## src/rtl/slp_pkg.sv

```systemverilog
package slp_pkg;
  localparam logic [2:0] CODE_IDLE  = 3'b000;
  localparam logic [2:0] CODE_PDOWN = 3'b010;
  localparam logic [2:0] CODE_PSAVE = 3'b011;
  localparam logic [2:0] CODE_STBY  = 3'b110;
  localparam logic [2:0] CODE_XSTBY = 3'b111;

  typedef enum logic [1:0] {ST_RUN, ST_SLEEP, ST_SETTLE} slp_state_e;

  typedef struct packed {
    logic valid;
    logic irq_wakes;
    logic keep_sys;
    logic keep_main;
    logic keep_xtal;
    logic keep_rtc;
  } mode_attr_t;
endpackage

```

## src/rtl/slp_mode_decode.sv

```systemverilog
module slp_mode_decode
  import slp_pkg::*;
(
  input  logic [2:0] code,
  output mode_attr_t attr
);
  always_comb begin
    attr = '0;
    case (code)
      CODE_IDLE: begin
        attr.valid = 1'b1; attr.irq_wakes = 1'b1; attr.keep_sys = 1'b1;
        attr.keep_main = 1'b1; attr.keep_xtal = 1'b1; attr.keep_rtc = 1'b1;
      end
      CODE_PDOWN: attr.valid = 1'b1;
      CODE_PSAVE: begin attr.valid = 1'b1; attr.keep_rtc = 1'b1; end
      CODE_STBY:  begin attr.valid = 1'b1; attr.keep_xtal = 1'b1; end
      CODE_XSTBY: begin
        attr.valid = 1'b1; attr.keep_main = 1'b1; attr.keep_rtc = 1'b1;
      end
      default: attr = '0;
    endcase
  end
endmodule

```

## src/rtl/slp_fsm.sv

```systemverilog
module slp_fsm
  import slp_pkg::*;
#(
  parameter int CNT_W = 4
) (
  input  logic             clk,
  input  logic             rst,
  input  logic             sleep_en,
  input  logic             sleep_req,
  input  mode_attr_t       req_attr,
  input  logic             irq_any,
  input  logic             twi_wake,
  input  logic             usb_wake,
  input  logic             pin_wake,
  input  logic [CNT_W-1:0] settle_len,
  input  logic             sysclk_xtal,
  output slp_state_e       state_d,
  output mode_attr_t       attr_d
);
  slp_state_e       state_q;
  mode_attr_t       attr_q;
  logic [CNT_W-1:0] cnt_q, cnt_d;
  logic             deep_wake, src_kept;

  assign deep_wake = twi_wake | usb_wake | pin_wake;

  always_comb begin
    state_d  = state_q;
    attr_d   = attr_q;
    cnt_d    = cnt_q;
    src_kept = 1'b0;
    case (state_q)
      ST_RUN: begin
        if (sleep_req && sleep_en && req_attr.valid &&
            !(deep_wake || (req_attr.irq_wakes && irq_any))) begin
          state_d = ST_SLEEP;
          attr_d  = req_attr;
        end
      end
      ST_SLEEP: begin
        if (deep_wake || (attr_q.irq_wakes && irq_any)) begin
          src_kept = sysclk_xtal ? attr_q.keep_xtal : attr_q.keep_main;
          if (src_kept || settle_len == '0) begin
            state_d = ST_RUN;
          end else begin
            state_d = ST_SETTLE;
            cnt_d   = settle_len;
          end
        end
      end
      ST_SETTLE: begin
        if (cnt_q <= CNT_W'(1)) state_d = ST_RUN;
        else                    cnt_d   = cnt_q - CNT_W'(1);
      end
      default: state_d = ST_RUN;
    endcase
  end

  always_ff @(posedge clk) begin
    if (rst) begin
      state_q <= ST_RUN;
      attr_q  <= '0;
      cnt_q   <= '0;
    end else begin
      state_q <= state_d;
      attr_q  <= attr_d;
      cnt_q   <= cnt_d;
    end
  end

  assert_entry_gate_R2: assert property (@(posedge clk) disable iff (rst)
    (state_q == ST_SLEEP && $past(state_q) == ST_RUN) |->
      $past(sleep_req && sleep_en && req_attr.valid));

  assert_reserved_ignored_R3: assert property (@(posedge clk) disable iff (rst)
    (state_q == ST_RUN && !req_attr.valid) |=> state_q == ST_RUN);

  assert_deep_irq_ignored_R9: assert property (@(posedge clk) disable iff (rst)
    (state_q == ST_SLEEP && !attr_q.irq_wakes && !deep_wake) |=> state_q == ST_SLEEP);

  assert_settle_exit_R10: assert property (@(posedge clk) disable iff (rst)
    (state_q == ST_SETTLE) |=> (state_q == ST_SETTLE || state_q == ST_RUN));

  assert_cancel_entry_R12: assert property (@(posedge clk) disable iff (rst)
    (state_q == ST_RUN && deep_wake) |=> state_q == ST_RUN);
endmodule

```

## src/rtl/slp_clk_out.sv

```systemverilog
module slp_clk_out
  import slp_pkg::*;
#(
  parameter int N_PERIPH = 8
) (
  input  logic                clk,
  input  logic                rst,
  input  slp_state_e          state_d,
  input  logic                keep_sys,
  input  logic                keep_main,
  input  logic                keep_xtal,
  input  logic                keep_rtc,
  input  logic                xtal_req,
  input  logic                rtc_req,
  input  logic                sysclk_xtal,
  input  logic [N_PERIPH-1:0] periph_stop,
  output logic                cpu_clk_en,
  output logic [N_PERIPH-1:0] periph_clk_en,
  output logic                sys_clk_en,
  output logic                main_osc_en,
  output logic                xtal_osc_en,
  output logic                rtc_osc_en,
  output logic                sleeping
);
  logic xtal_awake;
  logic cpu_n, sys_n, main_n, xtal_n, rtc_n, per_n, slp_n;

  assign xtal_awake = xtal_req | sysclk_xtal;

  always_comb begin
    cpu_n = 1'b1; sys_n = 1'b1; main_n = 1'b1;
    xtal_n = xtal_awake; rtc_n = rtc_req; per_n = 1'b1; slp_n = 1'b0;
    case (state_d)
      ST_SETTLE: begin
        cpu_n = 1'b0; sys_n = 1'b0; per_n = 1'b0; slp_n = 1'b1;
      end
      ST_SLEEP: begin
        cpu_n  = 1'b0;
        sys_n  = keep_sys;
        per_n  = keep_sys;
        main_n = keep_main;
        xtal_n = keep_xtal & xtal_awake;
        rtc_n  = keep_rtc & rtc_req;
        slp_n  = 1'b1;
      end
      default: ;
    endcase
  end

  always_ff @(posedge clk) begin
    if (rst) begin
      cpu_clk_en  <= 1'b1;
      sys_clk_en  <= 1'b1;
      main_osc_en <= 1'b1;
      xtal_osc_en <= 1'b0;
      rtc_osc_en  <= 1'b0;
      sleeping    <= 1'b0;
    end else begin
      cpu_clk_en  <= cpu_n;
      sys_clk_en  <= sys_n;
      main_osc_en <= main_n;
      xtal_osc_en <= xtal_n;
      rtc_osc_en  <= rtc_n;
      sleeping    <= slp_n;
    end
  end

  for (genvar i = 0; i < N_PERIPH; i++) begin : g_gate
    always_ff @(posedge clk) begin
      if (rst) periph_clk_en[i] <= 1'b1;
      else     periph_clk_en[i] <= per_n & ~periph_stop[i];
    end
  end

  assert_enter_cpu_off_R2: assert property (@(posedge clk) disable iff (rst)
    $rose(sleeping) |-> !cpu_clk_en);

  assert_release_all_R10: assert property (@(posedge clk) disable iff (rst)
    $fell(sleeping) |-> (cpu_clk_en && sys_clk_en && main_osc_en));
endmodule

```

## src/rtl/sleep_clk_ctrl.sv

```systemverilog
module sleep_clk_ctrl
  import slp_pkg::*;
#(
  parameter int N_PERIPH = 8,
  parameter int CNT_W    = 4
) (
  input  logic                clk,
  input  logic                rst,
  input  logic                sleep_en,
  input  logic [2:0]          mode_sel,
  input  logic                sleep_req,
  input  logic                irq_any,
  input  logic                twi_match,
  input  logic                usb_resume,
  input  logic                pin_change,
  input  logic [CNT_W-1:0]    settle_len,
  input  logic                sysclk_xtal,
  input  logic                xtal_req,
  input  logic                rtc_req,
  input  logic [N_PERIPH-1:0] periph_stop,
  output logic                cpu_clk_en,
  output logic [N_PERIPH-1:0] periph_clk_en,
  output logic                sys_clk_en,
  output logic                main_osc_en,
  output logic                xtal_osc_en,
  output logic                rtc_osc_en,
  output logic                sleeping
);
  mode_attr_t req_attr, attr_d;
  slp_state_e state_d;

  slp_mode_decode u_dec (.code(mode_sel), .attr(req_attr));

  slp_fsm #(.CNT_W(CNT_W)) u_fsm (
    .clk, .rst, .sleep_en, .sleep_req, .req_attr, .irq_any,
    .twi_wake(twi_match), .usb_wake(usb_resume), .pin_wake(pin_change),
    .settle_len, .sysclk_xtal, .state_d, .attr_d
  );

  slp_clk_out #(.N_PERIPH(N_PERIPH)) u_out (
    .clk, .rst, .state_d,
    .keep_sys(attr_d.keep_sys), .keep_main(attr_d.keep_main),
    .keep_xtal(attr_d.keep_xtal), .keep_rtc(attr_d.keep_rtc),
    .xtal_req, .rtc_req, .sysclk_xtal, .periph_stop,
    .cpu_clk_en, .periph_clk_en, .sys_clk_en, .main_osc_en,
    .xtal_osc_en, .rtc_osc_en, .sleeping
  );
endmodule

```

## config.mk

```make
export PLATFORM = sky130hd
export DESIGN_NAME = sleep_clk_ctrl
export DESIGN_NICKNAME = d
export VERILOG_FILES = /design/src/rtl/slp_pkg.sv /design/src/rtl/slp_mode_decode.sv /design/src/rtl/slp_fsm.sv /design/src/rtl/slp_clk_out.sv /design/src/rtl/sleep_clk_ctrl.sv
export SDC_FILE = /design/constraint.sdc
export NUM_CORES = 1
export LEC_CHECK = 0
export ABC_AREA = 1
export BUFFER_PORTS_ARGS = -buffer_cell sky130_fd_sc_hd__buf_2
export CAP_MARGIN = 25
export CORE_ASPECT_RATIO = 1.4
export CORE_MARGIN = 3
export CORE_UTILIZATION = 40
export DETAILED_ROUTE_END_ITERATION = 10
export PLACE_DENSITY = 0.66
export SLEW_MARGIN = 0
export SYNTH_ARGS = -nofsm -noshare
export SYNTH_HDL_FRONTEND = slang
export SYNTH_SLANG_ARGS = --single-unit
export TNS_END_PERCENT = 20
```

## constraint.sdc

```tcl
create_clock -name clk -period 2.9 [get_ports clk]
set_clock_uncertainty 0.05 [all_clocks]
set_input_delay 0.58 -clock clk [delete_from_list [all_inputs] [get_ports clk]]
set_output_delay 0.58 -clock clk [all_outputs]
set_load 0.02 [all_outputs]
```

# Word level (Yosys, flattened, before mapping)
# Index checks and enable logic that the tools add are counted.
# word_totals
out_inout_bits,14
ff_bits,25
elab_cells,99
input_bits,26
# op_classes
n_addsub,1
reduce_logical,21
n_lt_le_gt_ge,1
muxes,22
n_bitwise,22
eq_ne,11
# op_table
op,count
$mux W4,5
$and A1 B1 Y1,10
$mux W2,5
$mux W1,9
$not A1 Y1,9
$pmux W4 S2,1
$reduce_or A2 Y1,4
$eq A3 B2 Y1 const B,2
$eq A3 B3 Y1 const B,2
$pmux W2 S3,1
$logic_and A1 B1 Y1,5
$reduce_or A5 Y1,1
$eq A2 B1 Y1 const B,2
$eq A2 B2 Y1 const B,2
$le A4 B1 Y1 const B,1
$logic_not A4 Y1,1
$ne A2 B2 Y1 const B,2
$reduce_and A4 Y1,1
$sub A4 B1 Y4 const B,1
$logic_not A3 Y1,1
$logic_or A1 B1 Y1,3
$or A1 B1 Y1,3
$reduce_or A3 Y1,1
$logic_not A2 Y1,1
other kinds (5),5

# Longest topological paths before layout
# depth
ltp_word,11
ltp_mapped,11
ltp_nobuf,11

# Hierarchy
# A second synthesis with hierarchy kept.
# hier_totals
cells_unflattened,187
hier_area_um2,1301.2
# modules_own_cells
mod,instances,cells_each,seq_area_each_um2,area_each_um2
slp_fsm,1,114,240.2,740.7
slp_clk_out,1,60,280.3,501.7
slp_mode_decode,1,13,0.0,58.8

# Worst setup path before layout
# No wires, ideal clock.
# synth_path
kind,input-to-reg
startpoint,input port usb_resume
endpoint,register u_out.periph_clk_en[0]
arrival_ps,1862
setup_slack_ps,855
path_stages,9
setup_time_ps,133
path_cell_list,nor2_4 nand2_2 nor2_4 nand3_4 nand2_1 ha_1 nor2_1 nor2_1 a21oi_1
# synth_via
elab_chain_cells,10
word_cells_on_any_way,15
# synth_lines
element,line,source
"start, declared",sleep_clk_ctrl.sv:14,"input logic usb_resume,"
$or A1 B1 Y1 * (2 in a row),slp_fsm.sv:25,assign deep_wake = twi_wake | usb_wake | pin_wake;
$logic_or A1 B1 Y1,slp_fsm.sv:35,!(deep_wake || (req_attr.irq_wakes && irq_any))) begin
$logic_not A1 Y1,slp_fsm.sv:35,
$logic_and A1 B1 Y1,slp_fsm.sv:34,if (sleep_req && sleep_en && req_attr.valid &&
$mux W2,slp_fsm.sv:34,
$pmux W2 S3 *,slp_fsm.sv:32,case (state_q)
named net state_d[0],sleep_clk_ctrl.sv:30,slp_state_e state_d;
$eq A2 B1 Y1 or $eq A2 B2 Y1 (tied branches),slp_clk_out.sv:33,case (state_d)
$pmux W1 S2 *,slp_clk_out.sv:33,
$and A1 B1 Y1 *,slp_clk_out.sv:71,else periph_clk_en[i] <= per_n & ~periph_stop[i];
"end signal, assigned by index",slp_clk_out.sv:71,
"end, declared",slp_clk_out.sv:18,"output logic [N_PERIPH-1:0] periph_clk_en,"
# Mark *: on every way through the listed nets, which the timed path passes. The rest lies on a longest branch.
# A chain may end at the register's enable or synchronous reset.

# Final worst setup path
# layout_path
startpoint,register u_fsm.cnt_q[0]
endpoint,register u_out.periph_clk_en[5]
# layout_via
elab_chain_cells,6
word_cells_on_any_way,7
# layout_lines
element,line,source
"start, declared",slp_fsm.sv:22,"logic [CNT_W-1:0] cnt_q, cnt_d;"
"start signal, assigned",slp_fsm.sv:67,cnt_q <= cnt_d;
$le A4 B1 Y1 *,slp_fsm.sv:52,if (cnt_q <= CNT_W'(1)) state_d = ST_RUN;
$mux W2 *,slp_fsm.sv:52,
$pmux W2 S3 *,slp_fsm.sv:32,
named net state_d[1],sleep_clk_ctrl.sv:30,
$eq A2 B1 Y1 or $eq A2 B2 Y1 (tied branches),slp_clk_out.sv:33,
$pmux W1 S2 *,slp_clk_out.sv:33,
$and A1 B1 Y1 *,slp_clk_out.sv:71,
# Marked as above.

==> impl_metrics.json <==
{
  "grt_first_pass_wirelength_mm": 4.70,
  "fin_crit_sh_pct": 79.1,
  "routed_wl_mm": 2.67,
  "area_delta_synth_final_pct": 23.1,
  "die_w_um": 52.6,
  "status": "completed",
  "cp.arrival_ns": 2.38,
  "crit_slowest_cell": "nor2_1",
  "p_int_mw": 0.483,
  "io_buffers": 39,
  "dr_total_vias": 1139,
  "cts_tree": "done",
  "p_sw_mw": 0.159,
  "synth_fa_ha_area_share_pct": 4.12,
  "grt_pass1_vias": 1156,
  "clock_latency_ns": 0.26,
  "maxCapViolations": 0,
  "r2r_setup_slack_ns": 0.61,
  "cts_resized": 0,
  "fp.dieH_um": 71.2,
  "setup_ws_ns": 0.607,
  "wire_per_inst_um": 11.1,
  "antenna_found_initial": 0,
  "path_clk_slew_ns": 0.09,
  "h-tree-depth": 1,
  "sequentialPowerShare_pct": 55.4,
  "ff_latch_area_um2": 500,
  "yosys.area_share.simple_pct": 34.3,
  "synth_cells": 162,
  "hold_viol_final": 0,
  "end_kind": "flop",
  "yosys_warnings": 0,
  "worstPathMaxFanout": 9,
  "crit_chain": "inv_1 > ha_1 > o21ai_0 > nand2_1 > nand2_1 > nand2_2 > inv_1 > ha_1 > nor2_1 > nor2_1 > a21oi_1",
  "worst_pin_slew_ns": 0.592,
  "combinationalPowerShare_pct": 13.3,
  "dp_hpwl_mm": 2.17,
  "post_dp_cell_area_um2": 1450,
  "core_area_um2": 2880,
  "pwr-share-clk_pct": 31.2,
  "instances_no_fill": 240,
  "cts_root_buffer": "clkbuf_8",
  "ir_drop_mv": 0.231,
  "syn_nets": 192,
  "swShare_pct": 24.8,
  "utilization_pct": 52.0,
  "drive_above_1_share_pct": 28.6,
  "rsz0062_at_grt": "no",
  "yosysTopAreaCellShare_pct": 41.2,
  "cts_hold_buf": 0,
  "drtIter0Drc": 26,
  "multi_input_area_um2": 598,
  "critPathBufInv": 2,
  "dpl.cell_count": 236,
  "gr-total-overflow": 0,
  "synth_area_um2": 1220,
  "synth_xor_area_share_pct": 0,
  "dp_slack_ns": 0.438,
  "hold_path.class": "reg2reg",
  "grt_usage_pct": 15.9,
  "finalSetupViolCount": 0,
  "clock-sinks": 25,
  "period_minus_slack_ns": 2.29,
  "max_freq_mhz": 436,
  "powerDensity_nw_per_um2": 429,
  "synth.area.mux_share_pct": 0,
  "start_util_pct": 42.3,
  "synth_compound_area_share_pct": 10.8,
  "hold_ws_ns": 0.423,
  "synth-seq-area-share_pct": 41.2,
  "synth_flop_cell": "dfxtp_1",
  "ys_ff_latch": 25,
  "synth_cell_types": 21,
  "gp_congestion": 0.777,
  "firstDrtPassIters": 4,
  "drc": 0,
  "cts_setup_buffers": 0,
  "die_area_um2": 3750,
  "clockBufferDepth": 2,
  "stdcell_area_um2": 1500,
  "pin_count": 40,
  "num_rows": 23,
  "slew_headroom_pct": 60.4,
  "synth-edff-count": 0,
  "crit_family": "simple AND/OR/NAND/NOR gates",
  "async_reset_ff_share_pct": 0,
  "crit_type": "reg2reg",
  "report.final.slew_viol_count": 0,
  "synth_top_family_by_area": "simple AND/OR/NAND/NOR gates",
  "avgSynthCellArea_um2": 7.51,
  "p_leak_nw": 0.736,
  "totalPowerFinal_mw": 0.642,
  "required_ns": 2.98,
  "ys_top_cells_by_area": "dfxtp_1 (41%), nor2_1 (8.6%), inv_1 (8.3%)",
  "drtAntennaViolNets": 0,
  "worstSetupStartpointType": "flop",
  "design.final.nets": 234,
  "grt_max_degree": 20,
  "vias_per_cell": 4.75,
  "cts_buffers": 3,
  "synth_top_cell_by_area": "dfxtp_1",
  "n_fill_cell": 298,
  "tns_ns": 0,
  "n_antenna_cell": 0,
  "slowest_delay_ns": 0.46
}
==> per-layer routing <==
layer / part of all wire (%) / global-route usage (%) / vias to the layer above / wire (um)
met2: 57 / 30.8 / 20 / 1520
li1: - / - / 589 / -
met1: 38 / 16.6 / 528 / 1020
met5: 0 / 0 / - / 0
met3: 4.2 / 2.49 / 2 / 112
met4: 0.37 / 5.40 / 0 / 10
==> synthesized netlist by cell type, types with 2 or more instances <==
cell / number
a21oi_1: 12
dfxtp_1: 25
ha_1: 4
inv_1: 27
nand2_1: 22
nand2_2: 3
nand2_4: 3
nand3_1: 11
nand3_4: 2
nand4_1: 4
nor2_1: 28
nor2_4: 3
o21ai_0: 10
==> tightest hold or removal path, delay by kind of cell (launching register included) <==
family,cells,cell delay (ns)
flops,1,0.32
compound gates,1,0.05
simple gates,1,0.06
==> cell families (layout without fill, tap and decap cells) <==
logic type,Yosys count,in the layout
adders and majority gates,4,4
buffers and inverters,31,72
and+or+nand+nor,78,78
AOI/OAI and AO/OA,24,24
DFF,25,25
==> flip-flops by register name (all words and copies together) (netlist names) <==
signal,count
u_out.periph_clk_en,8
u_out.cpu_clk_en,1
u_fsm.state_q,2
u_out.sys_clk_en,1
u_out.xtal_osc_en,1
u_fsm.attr_q,5
u_out.rtc_osc_en,1
u_fsm.cnt_q,4
u_out.main_osc_en,1
u_out.sleeping,1
==> power by group through the flow <==
| stage | sequential, mW | combinational (mW) | clock [mW] |
|---|---|---|---|
| 6_report | 0.356 | 0.0857 | 0.201 |
| 3_5_place_dp | 0.364 | 0.0857 | 0 |
| 3_3_place_gp | 0.364 | 0.0827 | 0 |
| 2_1_floorplan | 0.376 | 0.0372 | 0 |
| 4_1_cts | 0.356 | 0.0859 | 0.209 |
| 5_1_grt | 0.357 | 0.0958 | 0.220 |
==> layout make-up <==
cell class                      instances  area share (%)
Multi-Input combinational cell        106            39.9
Sequential cell                        25            33.4
Clock inverter                          1           0.501
Clock buffer                            3            2.76
Inverter                               29            7.27
Timing Repair Buffer                   39            13.0
Tap cell                               37            3.09
==> cell usage in the layout, fill, tap and decap left out, types with 2 or more instances in the layout <==
cell and n:
dfxtp_1 25, ha_1 4, nand2_1 22, nand3_4 2
inv_1 27, o21ai_0 10, nand3_1 11, nand2_4 3
clkbuf_8 3, nand4_1 4, nor2_4 3, nand2_2 3
a21oi_1 12, nor2_1 28, buf_2 39
==> final timing paths <==
| kind | start | endpoint | cells after the start |
|---|---|---|---|
| setup / recovery | u_fsm.cnt_q[0]$_SDFFE_PP0P_ | u_out.periph_clk_en[5]$_SDFF_PP1_ | 11 |
| hold / removal | u_fsm.attr_q[4]$_SDFFE_PP0P_ | u_fsm.attr_q[4]$_SDFFE_PP0P_ | 2 |
| setup reg to reg | u_fsm.cnt_q[0]$_SDFFE_PP0P_ | u_out.periph_clk_en[5]$_SDFF_PP1_ | 11 |
| hold reg to reg | u_fsm.attr_q[4]$_SDFFE_PP0P_ | u_fsm.attr_q[4]$_SDFFE_PP0P_ | 2 |
(Power assumes the default switching activity.)
